**src/rtl/sgdma_pkg.sv**
```systemverilog
package sgdma_pkg;
  typedef enum logic [2:0] {
    S_IDLE  = 3'd0,
    S_FETCH = 3'd1,
    S_WAIT  = 3'd2,
    S_RD    = 3'd3,
    S_WR    = 3'd4,
    S_DDONE = 3'd5,
    S_STAT  = 3'd6,
    S_FIN   = 3'd7
  } chan_state_t;

  localparam int CB_LINK   = 0;
  localparam int CB_SRC_IO = 1;
  localparam int CB_DST_IO = 2;
  localparam int CB_IRQ    = 3;
  localparam int CB_RXSTAT = 4;

  localparam logic [3:0] OFF_CTRL   = 4'd0;
  localparam logic [3:0] OFF_CNT_LO = 4'd1;
  localparam logic [3:0] OFF_CNT_HI = 4'd2;
  localparam logic [3:0] OFF_SRC0   = 4'd3;
  localparam logic [3:0] OFF_SRC1   = 4'd4;
  localparam logic [3:0] OFF_SRC2   = 4'd5;
  localparam logic [3:0] OFF_DST0   = 4'd6;
  localparam logic [3:0] OFF_DST1   = 4'd7;
  localparam logic [3:0] OFF_DST2   = 4'd8;
  localparam logic [3:0] OFF_LNK0   = 4'd12;
  localparam logic [3:0] OFF_LNK1   = 4'd13;
  localparam logic [3:0] OFF_LNK2   = 4'd14;
endpackage

```
**src/rtl/sgdma_rst_sync.sv**
```systemverilog
module sgdma_rst_sync #(
  parameter int STAGES = 2
) (
  input  logic clk,
  input  logic rst_n,
  output logic rst_sync_n
);
  logic [STAGES-1:0] sync_q;

  always_ff @(posedge clk or negedge rst_n) begin
    if (!rst_n) sync_q <= '0;
    else        sync_q <= {sync_q[STAGES-2:0], 1'b1};
  end

  assign rst_sync_n = sync_q[STAGES-1];
endmodule

```
**src/rtl/sgdma_fetch_seq.sv**
```systemverilog
module sgdma_fetch_seq
  import sgdma_pkg::*;
(
  input  logic [3:0] off,
  input  logic [7:0] ctrl,
  output logic [3:0] nxt_off,
  output logic       last
);
  always_comb begin
    nxt_off = 4'(off + 4'd1);
    last    = 1'b0;
    case (off)
      OFF_SRC1: if (ctrl[CB_SRC_IO]) nxt_off = OFF_DST0;
      OFF_DST1: begin
        if (ctrl[CB_DST_IO]) begin
          if (ctrl[CB_LINK]) nxt_off = OFF_LNK0;
          else begin
            nxt_off = OFF_CTRL;
            last    = 1'b1;
          end
        end
      end
      OFF_DST2: begin
        if (ctrl[CB_LINK]) nxt_off = OFF_LNK0;
        else begin
          nxt_off = OFF_CTRL;
          last    = 1'b1;
        end
      end
      OFF_LNK2: begin
        nxt_off = OFF_CTRL;
        last    = 1'b1;
      end
      default: ;
    endcase
  end

  // the padding gap and offset 15 are never visited
  always_comb begin
    a_r1_no_gap_offset: assert (!(off inside {4'd9, 4'd10, 4'd11, 4'd15}));
  end
endmodule

```
**src/rtl/sgdma_prio_gate.sv**
```systemverilog
module sgdma_prio_gate #(
  parameter int PW = 2
) (
  input  logic          dreq,
  input  logic [PW-1:0] dma_prio,
  input  logic [PW-1:0] cpu_level,
  output logic          go
);
  generate
    if (PW == 1) begin : g_flag
      assign go = dreq && (dma_prio[0] || !cpu_level[0]);
    end else begin : g_cmp
      assign go = dreq && (dma_prio >= cpu_level);
    end
  endgenerate
endmodule

```
**src/rtl/sgdma_desc_regs.sv**
```systemverilog
module sgdma_desc_regs
  import sgdma_pkg::*;
#(
  parameter int AW = 24,
  parameter int CW = 16
) (
  input  logic          clk,
  input  logic          rst_n,
  input  logic          cap_en,
  input  logic [3:0]    cap_off,
  input  logic [7:0]    cap_byte,
  input  logic          step_en,
  output logic [7:0]    ctrl,
  output logic [CW-1:0] cnt,
  output logic [CW-1:0] first_cnt,
  output logic [AW-1:0] src,
  output logic [AW-1:0] dst,
  output logic [AW-1:0] link
);
  localparam int HB = AW - 16;
  localparam int HC = CW - 8;

  logic [7:0]    ctrl_n;
  logic [CW-1:0] cnt_n, first_n;
  logic [AW-1:0] src_n, dst_n, link_n;
  logic          upd;

  always_comb begin
    ctrl_n  = ctrl;
    cnt_n   = cnt;
    first_n = first_cnt;
    src_n   = src;
    dst_n   = dst;
    link_n  = link;
    upd     = cap_en || step_en;
    if (cap_en) begin
      case (cap_off)
        OFF_CTRL:   ctrl_n = cap_byte;
        OFF_CNT_LO: begin
          cnt_n[7:0]   = cap_byte;
          first_n[7:0] = cap_byte;
        end
        OFF_CNT_HI: begin
          cnt_n[CW-1:8]   = cap_byte[HC-1:0];
          first_n[CW-1:8] = cap_byte[HC-1:0];
        end
        OFF_SRC0: src_n  = {{(AW-8){1'b0}}, cap_byte};
        OFF_SRC1: src_n[15:8] = cap_byte;
        OFF_SRC2: src_n[AW-1:16] = cap_byte[HB-1:0];
        OFF_DST0: dst_n  = {{(AW-8){1'b0}}, cap_byte};
        OFF_DST1: dst_n[15:8] = cap_byte;
        OFF_DST2: dst_n[AW-1:16] = cap_byte[HB-1:0];
        OFF_LNK0: link_n = {{(AW-8){1'b0}}, cap_byte};
        OFF_LNK1: link_n[15:8] = cap_byte;
        OFF_LNK2: link_n[AW-1:16] = cap_byte[HB-1:0];
        default: ;
      endcase
    end else if (step_en) begin
      cnt_n = cnt - 1'b1;
      if (!ctrl[CB_SRC_IO]) src_n = src + 1'b1;
      if (!ctrl[CB_DST_IO]) dst_n = dst + 1'b1;
    end
  end

  always_ff @(posedge clk or negedge rst_n) begin
    if (!rst_n) begin
      ctrl      <= '0;
      cnt       <= '0;
      first_cnt <= '0;
      src       <= '0;
      dst       <= '0;
      link      <= '0;
    end else if (upd) begin
      ctrl      <= ctrl_n;
      cnt       <= cnt_n;
      first_cnt <= first_n;
      src       <= src_n;
      dst       <= dst_n;
      link      <= link_n;
    end
  end

  // every completed byte lowers the remaining count by one
  a_r5_count_step: assert property (@(posedge clk) disable iff (!rst_n)
    (step_en && !cap_en) |=> (cnt == $past(cnt) - 1'b1));
endmodule

```
**src/rtl/sgdma_channel.sv**
```systemverilog
module sgdma_channel
  import sgdma_pkg::*;
#(
  parameter int            AW         = 24,
  parameter int            CW         = 16,
  parameter int            PW         = 2,
  parameter int            VW         = 8,
  parameter logic [VW-1:0] IRQ_VECTOR = 8'h2C
) (
  input  logic          clk,
  input  logic          rst_n,
  input  logic          start,
  input  logic          retry,
  input  logic [AW-1:0] init_addr,
  input  logic          frame_tag_en,
  input  logic [AW-1:0] frame_end_addr,
  input  logic [7:0]    rx_status,
  input  logic          dreq,
  input  logic          peri_end,
  input  logic [PW-1:0] dma_prio,
  input  logic [PW-1:0] cpu_level,
  output logic          bus_req,
  output logic          bus_we,
  output logic          bus_io,
  output logic [AW-1:0] bus_addr,
  output logic [7:0]    bus_wdata,
  input  logic [7:0]    bus_rdata,
  input  logic          bus_ack,
  output logic          busy,
  output logic          done,
  output logic          irq,
  output logic [VW-1:0] irq_vec,
  output logic [CW-1:0] remain
);
  logic rst_i_n;

  sgdma_rst_sync #(.STAGES(2)) u_rst (
    .clk(clk), .rst_n(rst_n), .rst_sync_n(rst_i_n)
  );

  chan_state_t   state, state_n;
  logic [3:0]    off, off_n;
  logic [AW-1:0] ptr, ptr_n;
  logic [7:0]    data_q, data_n;
  logic          early_q, early_n;
  logic          done_q, done_n;
  logic          irq_q, irq_n;

  logic [7:0]    ctrl;
  logic [CW-1:0] cnt, first_cnt;
  logic [AW-1:0] src, dst, link;
  logic [3:0]    seq_nxt;
  logic          seq_last;
  logic          go;
  logic          cap_en, step_en, tag_last;

  sgdma_fetch_seq u_seq (
    .off(off), .ctrl(ctrl), .nxt_off(seq_nxt), .last(seq_last)
  );

  sgdma_prio_gate #(.PW(PW)) u_gate (
    .dreq(dreq), .dma_prio(dma_prio), .cpu_level(cpu_level), .go(go)
  );

  assign cap_en  = (state == S_FETCH) && bus_ack;
  assign step_en = (state == S_WR) && bus_ack;

  sgdma_desc_regs #(.AW(AW), .CW(CW)) u_desc (
    .clk(clk), .rst_n(rst_i_n),
    .cap_en(cap_en), .cap_off(off), .cap_byte(bus_rdata),
    .step_en(step_en),
    .ctrl(ctrl), .cnt(cnt), .first_cnt(first_cnt),
    .src(src), .dst(dst), .link(link)
  );

  // final byte of a frame goes to the frame-end address, except one-byte buffers
  assign tag_last = frame_tag_en && !ctrl[CB_LINK] &&
                    (cnt == CW'(1)) && (first_cnt != CW'(1));

  always_comb begin
    state_n = state;
    off_n   = off;
    ptr_n   = ptr;
    data_n  = data_q;
    early_n = early_q;
    done_n  = done_q;
    irq_n   = irq_q;
    case (state)
      S_IDLE: begin
        if (start) begin
          state_n = S_FETCH;
          ptr_n   = init_addr;
          off_n   = OFF_CTRL;
          early_n = 1'b0;
          done_n  = 1'b0;
          irq_n   = 1'b0;
        end
      end
      S_FETCH: begin
        if (bus_ack) begin
          off_n = seq_nxt;
          if (seq_last) state_n = S_WAIT;
        end
      end
      S_WAIT: begin
        if (cnt == '0) state_n = S_DDONE;
        else if (peri_end) begin
          early_n = 1'b1;
          state_n = S_DDONE;
        end else if (go) state_n = S_RD;
      end
      S_RD: begin
        if (bus_ack) begin
          data_n  = bus_rdata;
          state_n = S_WR;
        end
      end
      S_WR: begin
        if (bus_ack) state_n = S_WAIT;
      end
      S_DDONE: begin
        if (ctrl[CB_LINK] && !early_q) begin
          state_n = S_FETCH;
          ptr_n   = link;
          off_n   = OFF_CTRL;
        end else if (ctrl[CB_RXSTAT]) state_n = S_STAT;
        else state_n = S_FIN;
      end
      S_STAT: begin
        if (bus_ack) state_n = S_FIN;
      end
      S_FIN: begin
        state_n = S_IDLE;
        done_n  = 1'b1;
        irq_n   = ctrl[CB_IRQ];
      end
      default: state_n = S_IDLE;
    endcase
    if (retry) begin
      state_n = S_FETCH;
      ptr_n   = init_addr;
      off_n   = OFF_CTRL;
      early_n = 1'b0;
      done_n  = 1'b0;
      irq_n   = 1'b0;
    end
  end

  always_ff @(posedge clk or negedge rst_i_n) begin
    if (!rst_i_n) begin
      state   <= S_IDLE;
      off     <= '0;
      ptr     <= '0;
      data_q  <= '0;
      early_q <= 1'b0;
      done_q  <= 1'b0;
      irq_q   <= 1'b0;
    end else begin
      state   <= state_n;
      off     <= off_n;
      ptr     <= ptr_n;
      data_q  <= data_n;
      early_q <= early_n;
      done_q  <= done_n;
      irq_q   <= irq_n;
    end
  end

  always_comb begin
    bus_req   = 1'b0;
    bus_we    = 1'b0;
    bus_io    = 1'b0;
    bus_addr  = '0;
    bus_wdata = '0;
    case (state)
      S_FETCH: begin
        bus_req  = 1'b1;
        bus_addr = ptr + AW'(off);
      end
      S_RD: begin
        bus_req  = 1'b1;
        bus_io   = ctrl[CB_SRC_IO];
        bus_addr = src;
      end
      S_WR: begin
        bus_req   = 1'b1;
        bus_we    = 1'b1;
        bus_io    = tag_last ? 1'b1 : ctrl[CB_DST_IO];
        bus_addr  = tag_last ? frame_end_addr : dst;
        bus_wdata = data_q;
      end
      S_STAT: begin
        bus_req   = 1'b1;
        bus_we    = 1'b1;
        bus_addr  = init_addr;
        bus_wdata = rx_status;
      end
      default: ;
    endcase
  end

  assign busy    = (state != S_IDLE);
  assign done    = done_q;
  assign irq     = irq_q;
  assign irq_vec = IRQ_VECTOR;
  assign remain  = cnt;

  // a data read is only entered from a cycle where the gate was open
  a_r8_read_gated: assert property (@(posedge clk) disable iff (!rst_i_n)
    (state == S_RD && $past(state) == S_WAIT) |-> $past(go));

  // an empty descriptor goes straight to completion
  a_r9_zero_skips: assert property (@(posedge clk) disable iff (!rst_i_n)
    (state == S_WAIT && cnt == '0 && !retry) |=> (state == S_DDONE));

  // retry restarts the fetch at the initial descriptor address
  a_r4_retry_rewinds: assert property (@(posedge clk) disable iff (!rst_i_n)
    retry |=> (bus_req && !bus_we && bus_addr == $past(init_addr)));

  // an interrupt is only raised for a finished chain
  a_r10_irq_with_done: assert property (@(posedge clk) disable iff (!rst_i_n)
    irq |-> done);

  // an idle channel leaves the bus alone
  a_r11_idle_quiet: assert property (@(posedge clk) disable iff (!rst_i_n)
    !busy |-> !bus_req);
endmodule

```
**config.mk**
```make
export PLATFORM = sky130hd
export DESIGN_NAME = sgdma_channel
export DESIGN_NICKNAME = d
export VERILOG_FILES = /design/src/rtl/sgdma_pkg.sv /design/src/rtl/sgdma_rst_sync.sv /design/src/rtl/sgdma_fetch_seq.sv /design/src/rtl/sgdma_prio_gate.sv /design/src/rtl/sgdma_desc_regs.sv /design/src/rtl/sgdma_channel.sv
export SDC_FILE = /design/constraint.sdc
export NUM_CORES = 1
export LEC_CHECK = 0
export BUFFER_PORTS_ARGS = -buffer_cell sky130_fd_sc_hd__buf_2
export CAP_MARGIN = 5
export CELL_PAD_IN_SITES_DETAIL_PLACEMENT = 1
export CELL_PAD_IN_SITES_GLOBAL_PLACEMENT = 2
export CORE_MARGIN = 4
export CORE_UTILIZATION = 39
export DETAILED_ROUTE_END_ITERATION = 10
export PLACE_DENSITY = 0.86
export SKIP_CTS_REPAIR_TIMING = 1
export SLEW_MARGIN = 15
export SYNTH_ARGS = -nofsm -noshare
export SYNTH_HDL_FRONTEND = slang
export SYNTH_HIERARCHICAL = 1
export SYNTH_SLANG_ARGS = --single-unit
```
**constraint.sdc**
```tcl
create_clock -name clk -period 10.24 [get_ports clk]
set_clock_uncertainty 0.2 [all_clocks]
set_input_delay 0.512 -clock clk [delete_from_list [all_inputs] [get_ports clk]]
set_output_delay 0.512 -clock clk [all_outputs]
set_load 0.1 [all_outputs]
```
---- Yosys cells after proc, flatten, opt, wreduce, memory -nomap -nowiden ----
Index checks and enable logic that the tools add are counted.
word-level totals
  output and inout bits ................... 62
  register bits ........................... 153
operators by class
  add/sub/neg operators ................... 5
  order comparisons ....................... 1
  equal/unequal tests ..................... 40
  reduce and logical (&&, ||, !) cells .... 43
  muxes and demuxes ....................... 63
operators with widths
  kind                                                    count
  two-way mux 24 bit                                      10
  case mux 8 bit (2 select lines)                         7
  case mux 24 bit (4 select lines)                        1
  adder 24 x 1 -> 24 bit, second input constant           2
  case mux 24 bit (2 select lines)                        1
  inequality test 3 bit, second input constant            13
  two-way mux 3 bit                                       11
  two-way mux 16 bit                                      2
  two-way mux 8 bit                                       4
  AND reduction 4 bit                                     8
  two-way mux 4 bit                                       7
  AND reduction 3 bit                                     9
  adder 24 x 4 -> 24 bit                                  1
  case mux 3 bit (8 select lines)                         1
  equality test 16 x 1 -> 1 bit, second input constant    1
  equality test 4 x 3 -> 1 bit, second input constant     4
  equality test 4 bit, second input constant              4
  zero test 16 bit                                        1
  inequality test 16 x 1 -> 1 bit, second input constant  1
  case mux 4 bit (4 select lines)                         1
  subtractor 16 x 1 -> 16 bit, second input constant      1
  equality test 3 bit, second input constant              4
  two-way mux 1 bit                                       12
  case mux 4 bit (3 select lines)                         1
  other kinds (23)                                        45

---- Depth between registers and ports, before layout ----
Gate-level depths: netlist of the first run.
  word-level depth ........................ 7
  gate-level depth with buffers ........... 13

---- Hierarchy ----
Netlist of the first run, hierarchy kept.
modules (own cells, without submodules)
  module           cells an instance  times used  area an instance (µm²)
  sgdma_desc_regs  655                1           6,117.1
  sgdma_channel    455                1           3,823.7
  sgdma_fetch_seq  41                 1           269.0
  sgdma_prio_gate  7                  1           53.8
  sgdma_rst_sync   3                  1           53.8

---- Worst setup path after synthesis of the first run ----
OpenSTA, ideal clock, no wires.
  path type ............................... register -> output
  from .................................... register u_desc.cnt[10]
  to ...................................... output port bus_addr[4]
  path buffers ............................ 1
  setup slack ............................. 5,225 ps
  cell stages (with the launch flop) ...... 7
  data required time ...................... 9,528 ps
  data arrival time ....................... 4,303 ps
  cells stage by stage .................... dfrtp_1 > or4_4 > nor4_4 > nand4_4 > buf_2 > mux2i_1 > o21ai_0
between the ends
  word-level cells in the longest chain between the ends .. 5
ends and longest elaborated chain
  what                              line                   source
  start, declared                   sgdma_desc_regs.sv:14  output logic [CW-1:0] cnt,
  start signal, assigned            sgdma_desc_regs.sv:75  cnt <= cnt_n;
  equality test 16 x 1 -> 1 bit     sgdma_channel.sv:78    (cnt == CW'(1)) && (first_cnt != CW'(1));
  logical AND 1 bit                 sgdma_channel.sv:77    assign tag_last = frame_tag_en && !ctrl[CB_LINK] &&
  logical AND 1 bit                 sgdma_channel.sv:78
  two-way mux 24 bit                sgdma_channel.sv:189   bus_addr = tag_last ? frame_end_addr : dst;
  case mux 24 bit (4 select lines)  sgdma_channel.sv:175   case (state)
  end, declared                     sgdma_channel.sv:25    output logic [AW-1:0] bus_addr,
No other way between the ends.

---- Final worst setup path of the first run ----
  from .................................... register state[0]
  to ...................................... register u_desc.cnt[2]
between the ends
  word-level cells in the longest chain between the ends .. 4
  elaborated cells between the ends (all ways) .. 9
  classes of those cells .................. eq/ne: 3; mux: 1; reduce/logical: 5
ends and longest elaborated chain
  what                                                                  line                  source
  start, declared                                                       sgdma_channel.sv:41   chan_state_t state, state_n;
  start signal, assigned                                                sgdma_channel.sv:159  state <= state_n;
  equality test 3 x 1 -> 1 bit *                                        sgdma_channel.sv:65   assign cap_en = (state == S_FETCH) && bus_ack;
  logical AND 1 bit *                                                   sgdma_channel.sv:65
  net cap_en                                                            sgdma_channel.sv:55   logic cap_en, step_en, tag_last;
  inequality test 2 bit (no source line), or another cell as far along  --
  AND reduction 3 bit (no source line)                                  --
The timed path passes the listed nets; every way through them passes the cells marked *.
A chain may end at the register's enable or synchronous reset.

==> results of run 1 <==
-- placed cells by master, fill, tap and decap left out, types with 17 or more instances in the layout --
master and count:
xnor2_1 20, a21oi_1 45, dfrtp_1 152, buf_2 129, o21ai_0 87, mux2i_1 56
nor2_1 66, nand4_1 18, nand2_1 166, nor3_1 22, inv_1 26, nand3_1 40
o21ai_1 17, clkbuf_16 17, and3_1 17, o211ai_1 17, mux2_2 32, a22oi_1 20
-- metrics by stage --
stage          hold slack (ns)  instances
3_3_place_gp            0.0993       1549
4_1_cts                 -0.367       1580
5_1_grt                  0.173       1581
3_5_place_dp             0.100       1549
6_report                 0.153       1581
2_1_floorplan           0.0164       1160
-- state kept, by name, indices dropped and copies added (netlist names) --
| register | count |
|---|---|
| off | 4 |
| u_desc/cnt | 16 |
| early_q | 1 |
| u_rst/sync_q | 2 |
| u_desc/link | 24 |
| ptr | 24 |
| u_desc/first_cnt | 16 |
| done | 1 |
| u_desc/ctrl | 5 |
| data_q | 8 |
| irq | 1 |
| u_desc/src | 24 |
| state | 3 |
| u_desc/dst | 24 |
-- how the worst max path moves through the flow --
stage / startpoint / to / slack [ns] / cells past startpoint
global placement: state[0]$_DFFE_PN0P_ / u_desc/src[22]$_DFFE_PN0P_ / 5.88 / 9
global route: state[0]$_DFFE_PN0P_ / u_desc/cnt[2]$_DFFE_PN0P_ / 5.30 / 9
floorplan: u_desc/cnt[10]$_DFFE_PN0P_ / bus_addr[4] / 5.23 / 6
finish: state[0]$_DFFE_PN0P_ / u_desc/cnt[2]$_DFFE_PN0P_ / 5.64 / 9
CTS: state[0]$_DFFE_PN0P_ / u_desc/src[22]$_DFFE_PN0P_ / 5.67 / 9
detailed placement: state[0]$_DFFE_PN0P_ / u_desc/src[22]$_DFFE_PN0P_ / 5.74 / 9
-- worst max-delay path, cell delays in order, from the launching register on --
cell and delay, ns:
dfrtp_1 0.67, nor2b_1 0.43, nand2_1 0.58, nor2_4 0.26, buf_4 0.65, nor3b_4 0.42, nand2_1 0.34, nand2_1 0.50
o21ai_0 0.18, a22o_1 0.21
-- power by group --
group / leakage (nW) / switching [W] / internal (W) / total [W]
clock network: 0.329 / 0.000272 / 0.000487 / 0.000760
registers: 1.88 / 0.000214 / 0.000750 / 0.000964
logic: 2.73 / 0.00141 / 0.000405 / 0.00181
-- layout make-up --
cell class	count	area (µm²)
Clock inverter	12	248
Multi-Input combinational cell	894	5910
Tap cell	330	413
Clock buffer	19	443
Fill cell	3018	13700
Sequential cell	153	3830
Inverter	28	105
Timing Repair Buffer	145	768
-- routing by layer --
layer,global-route usage [%],vias up
li1,-,4408
met4,8.30,0
met5,0,-
met3,4.04,65
met1,36.6,4903
met2,41.6,328
==> results.json, run 1 <==
{
  "ir_drop_uv": 253,
  "outcome": "finished clean",
  "rsz0062_at_grt": "no",
  "worstHoldPathCells": 0,
  "die_height_um": 170,
  "timing.setup.critical_path_class": "flop to flop",
  "drv_slew": 0,
  "num_vias": 9704,
  "rr_worst_depth": 9,
  "grt_max_degree": 77,
  "hold_viol": 0,
  "dr.pass1.iters": 5,
  "dp_hpwl_um": 27100,
  "worstHoldStart": "u_rst/sync_q[0]$_DFF_PN0_",
  "final_util_pct": 46.0,
  "worstReg2RegStart": "state[0]$_DFFE_PN0P_",
  "yosysWarnings": 6,
  "ant_nets": 0,
  "wl_met3_um": 2180,
  "wl_um": 38100,
  "dieArea_mm2": 0.0288,
  "routabilityCongestion": 0.861,
  "antenna_cells": 0,
  "highest_layer": "met4",
  "cp.arrival_ns": 4.72,
  "dpl_cell_area_mm2": 0.0110,
  "period_minus_slack_ns": 4.60,
  "cap_violations": 0,
  "start_util_pct": 40.1,
  "drt_iter0_markers": 829,
  "grt_overflow": 0,
  "cts_tree": "built",
  "finalCritPeriodShare_pct": 44.9,
  "hold_end": "u_rst/sync_q[1]$_DFF_PN0_",
  "setup_tns_ns": 0,
  "area_delta_synth_final_pct": 14.8,
  "worst_slew_pin_slew_ns": 0.835,
  "setup-violations-final": 0,
  "start_kind": "flop",
  "leakage_nw": 4.94,
  "reg2reg_to": "u_desc/cnt[2]$_DFFE_PN0P_",
  "fmax_ghz": 0.218,
  "numPortBuffers": 129,
  "powerDensity_mw_per_mm2": 302,
  "drive_gt1_share_pct": 20.4,
  "root_buffer": "clkbuf_16",
  "grt_pass1_vias": 9628,
  "syn_area_mm2": 0.0102,
  "layout_setup_ws_ns": 5.64,
  "grt_usage_pct": 26.1,
  "vias_per_cell": 6.14,
  "max-clock-path-buffers": 2,
  "power_w": 0.00354,
  "grt_pass1_wl_um": 58400,
  "synth_cells": 1154,
  "layout.nets": 1328,
  "cts.sinks": 153,
  "rrSetupSlack_ns": 5.64,
  "slew_headroom_pct": 44.2,
  "clk_pin_slew_worst_paths_ns": 0.07,
  "critPathMaxFanout": 76,
  "clk_latency_ns": 0.44,
  "core_area_mm2": 0.0255,
  "hold_class": "flop to flop",
  "fin_area_mm2": 0.0117,
  "ios": 138,
  "end_kind": "flop",
  "drc_errors": 0,
  "antenna_found_initial": 0,
  "dpl_worst_slack_ns": 5.74,
  "required_ns": 10.36,
  "cts_made_buffers": 17,
  "die_x_um": 170,
  "postSynthAreaPerCell_um2": 8.85,
  "wl_met1_um": 17200,
  "row_count": 58,
  "post_drt_wl_per_cell_um": 24.1,
  "wl_met2_um": 17700,
  "htree_num_levels": 4
}
No activity file was read; power rests on OpenSTA's default activity.
==> run 2: changes to the inputs <==
--- a/config.mk
+++ b/config.mk
@@ -10,9 +10,9 @@
 export CELL_PAD_IN_SITES_DETAIL_PLACEMENT = 1
 export CELL_PAD_IN_SITES_GLOBAL_PLACEMENT = 2
 export CORE_MARGIN = 4
-export CORE_UTILIZATION = 39
+export CORE_UTILIZATION = 36
 export DETAILED_ROUTE_END_ITERATION = 10
-export PLACE_DENSITY = 0.86
+export PLACE_DENSITY = 0.8
 export SKIP_CTS_REPAIR_TIMING = 1
 export SLEW_MARGIN = 15
 export SYNTH_ARGS = -nofsm -noshare
==> constraint.sdc (replaced) <==
create_clock -name clk -period 4.7 [get_ports clk]
set_clock_uncertainty 0.2 [all_clocks]
set_input_delay 0.235 -clock clk [delete_from_list [all_inputs] [get_ports clk]]
set_output_delay 0.235 -clock clk [all_outputs]
set_load 0.1 [all_outputs]
==> run 2 against run 1 <==
  * The flow now finishes with violations (hold timing)
  * Critical path type is now flop to primary output
  * Hold slack got worse by 0.19 ns
  * Die area increased by 7.9%
  * Utilization decreased by 3.2 points
  * Setup slack got worse by 5.0 ns
  * Global-route usage decreased by 0.68 points
  * Cell count increased by 4.6%
  * Sequential share of layout area decreased by 0.58 points
==> results.json, run 2 (synthesis gave the netlist of run 1 again) <==
{
  "start_util_pct": 36.7,
  "root_buffer": "clkbuf_16",
  "worstHoldStart": "init_addr[12]",
  "die_height_um": 176,
  "cp.arrival_ns": 3.62,
  "ios": 138,
  "grt_pass1_wl_um": 61200,
  "dpl_cell_area_mm2": 0.0111,
  "area_delta_synth_final_pct": 16.9,
  "setup.worst_path.start": "off[0]$_DFFE_PN0P_",
  "cts.sinks": 153,
  "drv_slew": 0,
  "rrSetupSlack_ns": 1.06,
  "num_vias": 9820,
  "fmax_ghz": 0.247,
  "period_minus_slack_ns": 4.05,
  "final_cells": 1654,
  "grt_overflow": 0,
  "worst_slew_pin_slew_ns": 1.01,
  "wl_um": 39700,
  "outcome": "finished with violations",
  "setup-violations-final": 0,
  "placed_cells": 1601,
  "layout_common_cells": "nand2_1 (166), dfrtp_1 (152), buf_2 (129)",
  "cap_violations": 0,
  "ir_drop_uv": 556,
  "row_count": 61,
  "final_common_cell": "nand2_1",
  "start_kind": "flop",
  "violations": "hold timing",
  "clk_latency_ns": 0.43,
  "numPortBuffers": 129,
  "drt_iter0_markers": 1027,
  "critPathMaxFanout": 17,
  "rsz0062_at_grt": "no",
  "drive_gt1_share_pct": 20.3,
  "core_area_mm2": 0.0279,
  "ant_nets": 0,
  "final_util_pct": 42.8,
  "grt_max_degree": 141,
  "finalCritPeriodShare_pct": 86.3,
  "fin_area_mm2": 0.0119,
  "clk_pin_slew_worst_paths_ns": 0.07,
  "max-clock-path-buffers": 2,
  "layout_setup_ws_ns": 0.646,
  "layout.nets": 1353,
  "vias_per_cell": 5.94,
  "hold_viol": 6,
  "hold_ws_ns": -0.0409,
  "drc_errors": 0,
  "dp_hpwl_um": 28000,
  "grt_usage_pct": 25.4,
  "n_fill_cell": 3256,
  "antenna_cells": 0,
  "dpl_worst_slack_ns": 1.12,
  "setup_tns_ns": 0,
  "dr.pass1.iters": 6,
  "grt_pass1_vias": 9872,
  "timing.setup.critical_path_class": "flop to primary output",
  "cts_tree": "built",
  "die_x_um": 176,
  "antenna_found_initial": 0,
  "powerDensity_mw_per_mm2": 631,
  "slew_headroom_pct": 32.2,
  "required_ns": 4.26,
  "end_kind": "primary output",
  "htree_num_levels": 4,
  "dieArea_mm2": 0.0311,
  "post_drt_wl_per_cell_um": 24.0,
  "routabilityCongestion": 0.856,
  "worstReg2RegStart": "state[0]$_DFFE_PN0P_",
  "leakage_nw": 4.99,
  "hold_class": "primary input to flop",
  "cts_made_buffers": 17
}
-- run 2: changes by cell type in the layout (fill, tap and decap cells not counted) --
cell           change
buf_4              +3
dlygate4sd3_1     +21
buf_12             +1
bufinv_16          -5
clkbuf_8           +2
o21ai_1            +3
inv_6              +1
clkinvlp_4         +4
o21ai_0            -3
clkinv_4           -2
-- run 2: critical path, stage by stage (launching register included) --
cell      delay (ns)
dfrtp_1         0.74
ha_1            0.29
inv_1           0.06
fa_1            0.43
nand2b_1        0.21
a21o_1          0.30
nor4_1          0.37
xnor2_1         0.10
o211ai_1        0.20
buf_2           0.47
-- run 2: metrics by stage --
stage          total power [W]  hold slack, ns
3_5_place_dp           0.00609          -0.176
2_1_floorplan          0.00512          -0.261
3_3_place_gp           0.00602          -0.178
4_1_cts                0.00754          -0.638
5_1_grt                0.00790         0.00305
6_report               0.00753         -0.0409
-- run 2: power breakdown --
group / switching, W / leakage [nW] / internal (W)
clock: 0.000598 / 0.270 / 0.000823
sequential: 0.000447 / 1.88 / 0.00164
combinational: 0.00311 / 2.84 / 0.000917
-- run 2: worst paths after layout --
kind | to | depth (start not counted)
min in group asynchronous | u_desc/dst[1]$_DFFE_PN0P_ | 1
setup reg to reg | u_desc/dst[19]$_DFFE_PN0P_ | 9
hold / removal | ptr[12]$_DFFE_PN0P_ | 3
hold reg to reg | u_rst/sync_q[1]$_DFF_PN0_ | 0
max in group asynchronous | u_desc/first_cnt[6]$_DFFE_PN0P_ | 1
setup / recovery | bus_addr[14] | 9
-- run 2: cell type report --
class	instances	area [µm²]	area share (%)
Clock buffer	21	470	3.94
Tap cell	378	473	3.96
Clock inverter	10	119	0.996
Inverter	28	105	0.881
Sequential cell	153	3830	32.1
Timing Repair Buffer	170	1020	8.56
Multi-Input combinational cell	894	5910	49.5
-- run 2: layer usage --
metal  share of wire, %  global-route usage [%]  up-vias
li1                   -                       -     4463
met1                 45                    35.7     4975
met2                 47                    39.6      317
met3                5.3                    4.41       65
met4                3.4                    8.99        0
met5                  0                       0        -
==> run 3: changes to the inputs <==
--- a/config.mk
+++ b/config.mk
@@ -12,7 +12,7 @@
 export CORE_MARGIN = 4
 export CORE_UTILIZATION = 36
 export DETAILED_ROUTE_END_ITERATION = 10
-export PLACE_DENSITY = 0.8
+export PLACE_DENSITY_LB_ADDON = 0.1
 export SKIP_CTS_REPAIR_TIMING = 1
 export SLEW_MARGIN = 15
 export SYNTH_ARGS = -nofsm -noshare
==> run 3 against run 2 <==
  * Non-clock buffer count shrank 2
  * Wire length is 1.4% lower
  * Sequential power barely moved
  * Clock-buffer cell count down 4
  * Maximum frequency fell by 0.72%
  * Setup slack worse by 0.029 ns
  * Critical path depth unchanged
  * Combinational power about the same
  * Largest cell class unchanged
  * The run still ends with hold timing left
==> results.json, run 3 (synthesis gave the netlist of run 1 again) <==
{
  "root_buffer": "clkbuf_16",
  "grt_pass1_vias": 9667,
  "die_height_um": 176,
  "wl_met3_um": 2030,
  "crit_path_max_incr_delay_ns": 0.74,
  "grt_overflow": 0,
  "final_cells": 1653,
  "required_ns": 4.26,
  "dieArea_mm2": 0.0311,
  "grt_max_degree": 152,
  "drt_iter0_markers": 673,
  "slew_headroom_pct": 23.6,
  "wl_um": 39200,
  "drive_gt1_share_pct": 20.5,
  "dp_hpwl_um": 28100,
  "routabilityCongestion": 0.861,
  "dr.pass1.iters": 6,
  "highest_layer": "met4",
  "worst_slew_pin_slew_ns": 1.14,
  "vias_per_cell": 5.80,
  "end_kind": "primary output",
  "hold_class": "primary input to flop",
  "grt_usage_pct": 25.1,
  "drv_slew": 0,
  "critPathBufInv": 2,
  "area_delta_synth_final_pct": 16.6,
  "period_minus_slack_ns": 4.08,
  "row_count": 61,
  "powerDensity_mw_per_mm2": 628,
  "cts_tree": "built",
  "layout_common_cells": "nand2_1 (166), dfrtp_1 (152), buf_2 (129)",
  "dpl_cell_area_mm2": 0.0111,
  "start_util_pct": 36.7,
  "crit_path_cell_trace": "ha_1, inv_1, fa_1, nand2b_1, a21o_1, nor4_1, xnor2_1, o211ai_1, buf_2",
  "final_common_cell": "nand2_1",
  "wl_met1_um": 18500,
  "die_x_um": 176,
  "clk_pin_slew_worst_paths_ns": 0.07,
  "fmax_ghz": 0.245,
  "critPathMaxFanout": 17,
  "numPortBuffers": 129,
  "antenna_found_initial": 0,
  "finalCritPeriodShare_pct": 86.9,
  "wl_met2_um": 17900,
  "outcome": "finished with violations",
  "timing.setup.critical_path_class": "flop to primary output",
  "hold_ws_ns": -0.0583,
  "start_kind": "flop",
  "fin_area_mm2": 0.0119,
  "placed_cells": 1600,
  "num_vias": 9588,
  "post_drt_wl_per_cell_um": 23.7,
  "setup_tns_ns": 0,
  "core_area_mm2": 0.0279,
  "ant_nets": 0,
  "layout.nets": 1351,
  "hold_viol": 5,
  "rsz0062_at_grt": "no",
  "ir_drop_uv": 498,
  "n_fill_cell": 3277,
  "setup-violations-final": 0,
  "cap_violations": 0,
  "cts.sinks": 153,
  "drc_errors": 0,
  "antenna_cells": 0,
  "max-clock-path-buffers": 2,
  "cts_made_buffers": 17,
  "violations": "hold timing",
  "grt_pass1_wl_um": 60100,
  "power_w": 0.00747,
  "clk_latency_ns": 0.44,
  "register_area_mm2": 0.00383,
  "leakage_nw": 5.00,
  "cp_top_family": "flip-flops",
  "multi_input_area_mm2": 0.00592,
  "crit_slowest_cell": "dfrtp_1",
  "cp.arrival_ns": 3.65,
  "htree_num_levels": 4,
  "ios": 138
}
## run 3: cell types whose count changed in the layout (fill, tap and decap cells not counted), moves of 2 or more
cell        delta
bufinv_16      -2
clkbuf_8       -3
clkinv_4       +3
clkinvlp_4     -5
inv_6          +3
inv_8          +7
## run 3: power breakdown
| group | total [W] | switching (W) | internal, W | leakage, nW |
|---|---|---|---|---|
| sequential | 0.00208 | 0.000447 | 0.00163 | 1.88 |
| clock | 0.00139 | 0.000682 | 0.000710 | 0.282 |
| combinational | 0.00400 | 0.00308 | 0.000921 | 2.83 |
## run 3: area by class of cell
cell class	count	share of cell area, %
Tap cell	378	3.97
Timing Repair Buffer	168	8.43
Sequential cell	153	32.2
Clock inverter	15	1.24
Clock buffer	17	3.57
Inverter	28	0.883
Multi-Input combinational cell	894	49.7
## run 3: final timing paths
path,startpoint,endpoint,slack (ns),cells after the start
min in group asynchronous,u_rst/sync_q[1]$_DFF_PN0_,u_desc/dst[20]$_DFFE_PN0P_,0.24,1
min reg2reg,u_rst/sync_q[0]$_DFF_PN0_,u_rst/sync_q[1]$_DFF_PN0_,0.17,0
max,off[0]$_DFFE_PN0P_,bus_addr[14],0.62,9
max reg2reg,state[0]$_DFFE_PN0P_,u_desc/src[22]$_DFFE_PN0P_,1.47,10
min,init_addr[3],ptr[3]$_DFFE_PN0P_,-0.06,3
max in group asynchronous,u_rst/sync_q[1]$_DFF_PN0_,ptr[0]$_DFFE_PN0P_,3.37,1
## run 3: tightest hold or removal path, stage by stage
cell and delay (ns):
buf_2 0.10, mux2i_1 0.07, o21ai_0 0.14
## run 3: per-layer routing
layer / up-vias / global-route usage, %
met5: - / 0
met4: 0 / 6.74
met3: 45 / 4.03
met2: 244 / 39.6
met1: 4837 / 36.1
li1: 4462 / -
## run 3: through the flow
step	util (%)	hold slack, ns	worst slack [ns]
after floorplan	-	-0.261	0.581
after global placement	39.9	-0.180	1.19
after detailed placement	39.9	-0.175	1.11
after CTS	42.0	-0.656	0.615
after global routing	42.7	0.00157	0.373
final	42.7	-0.0583	0.616
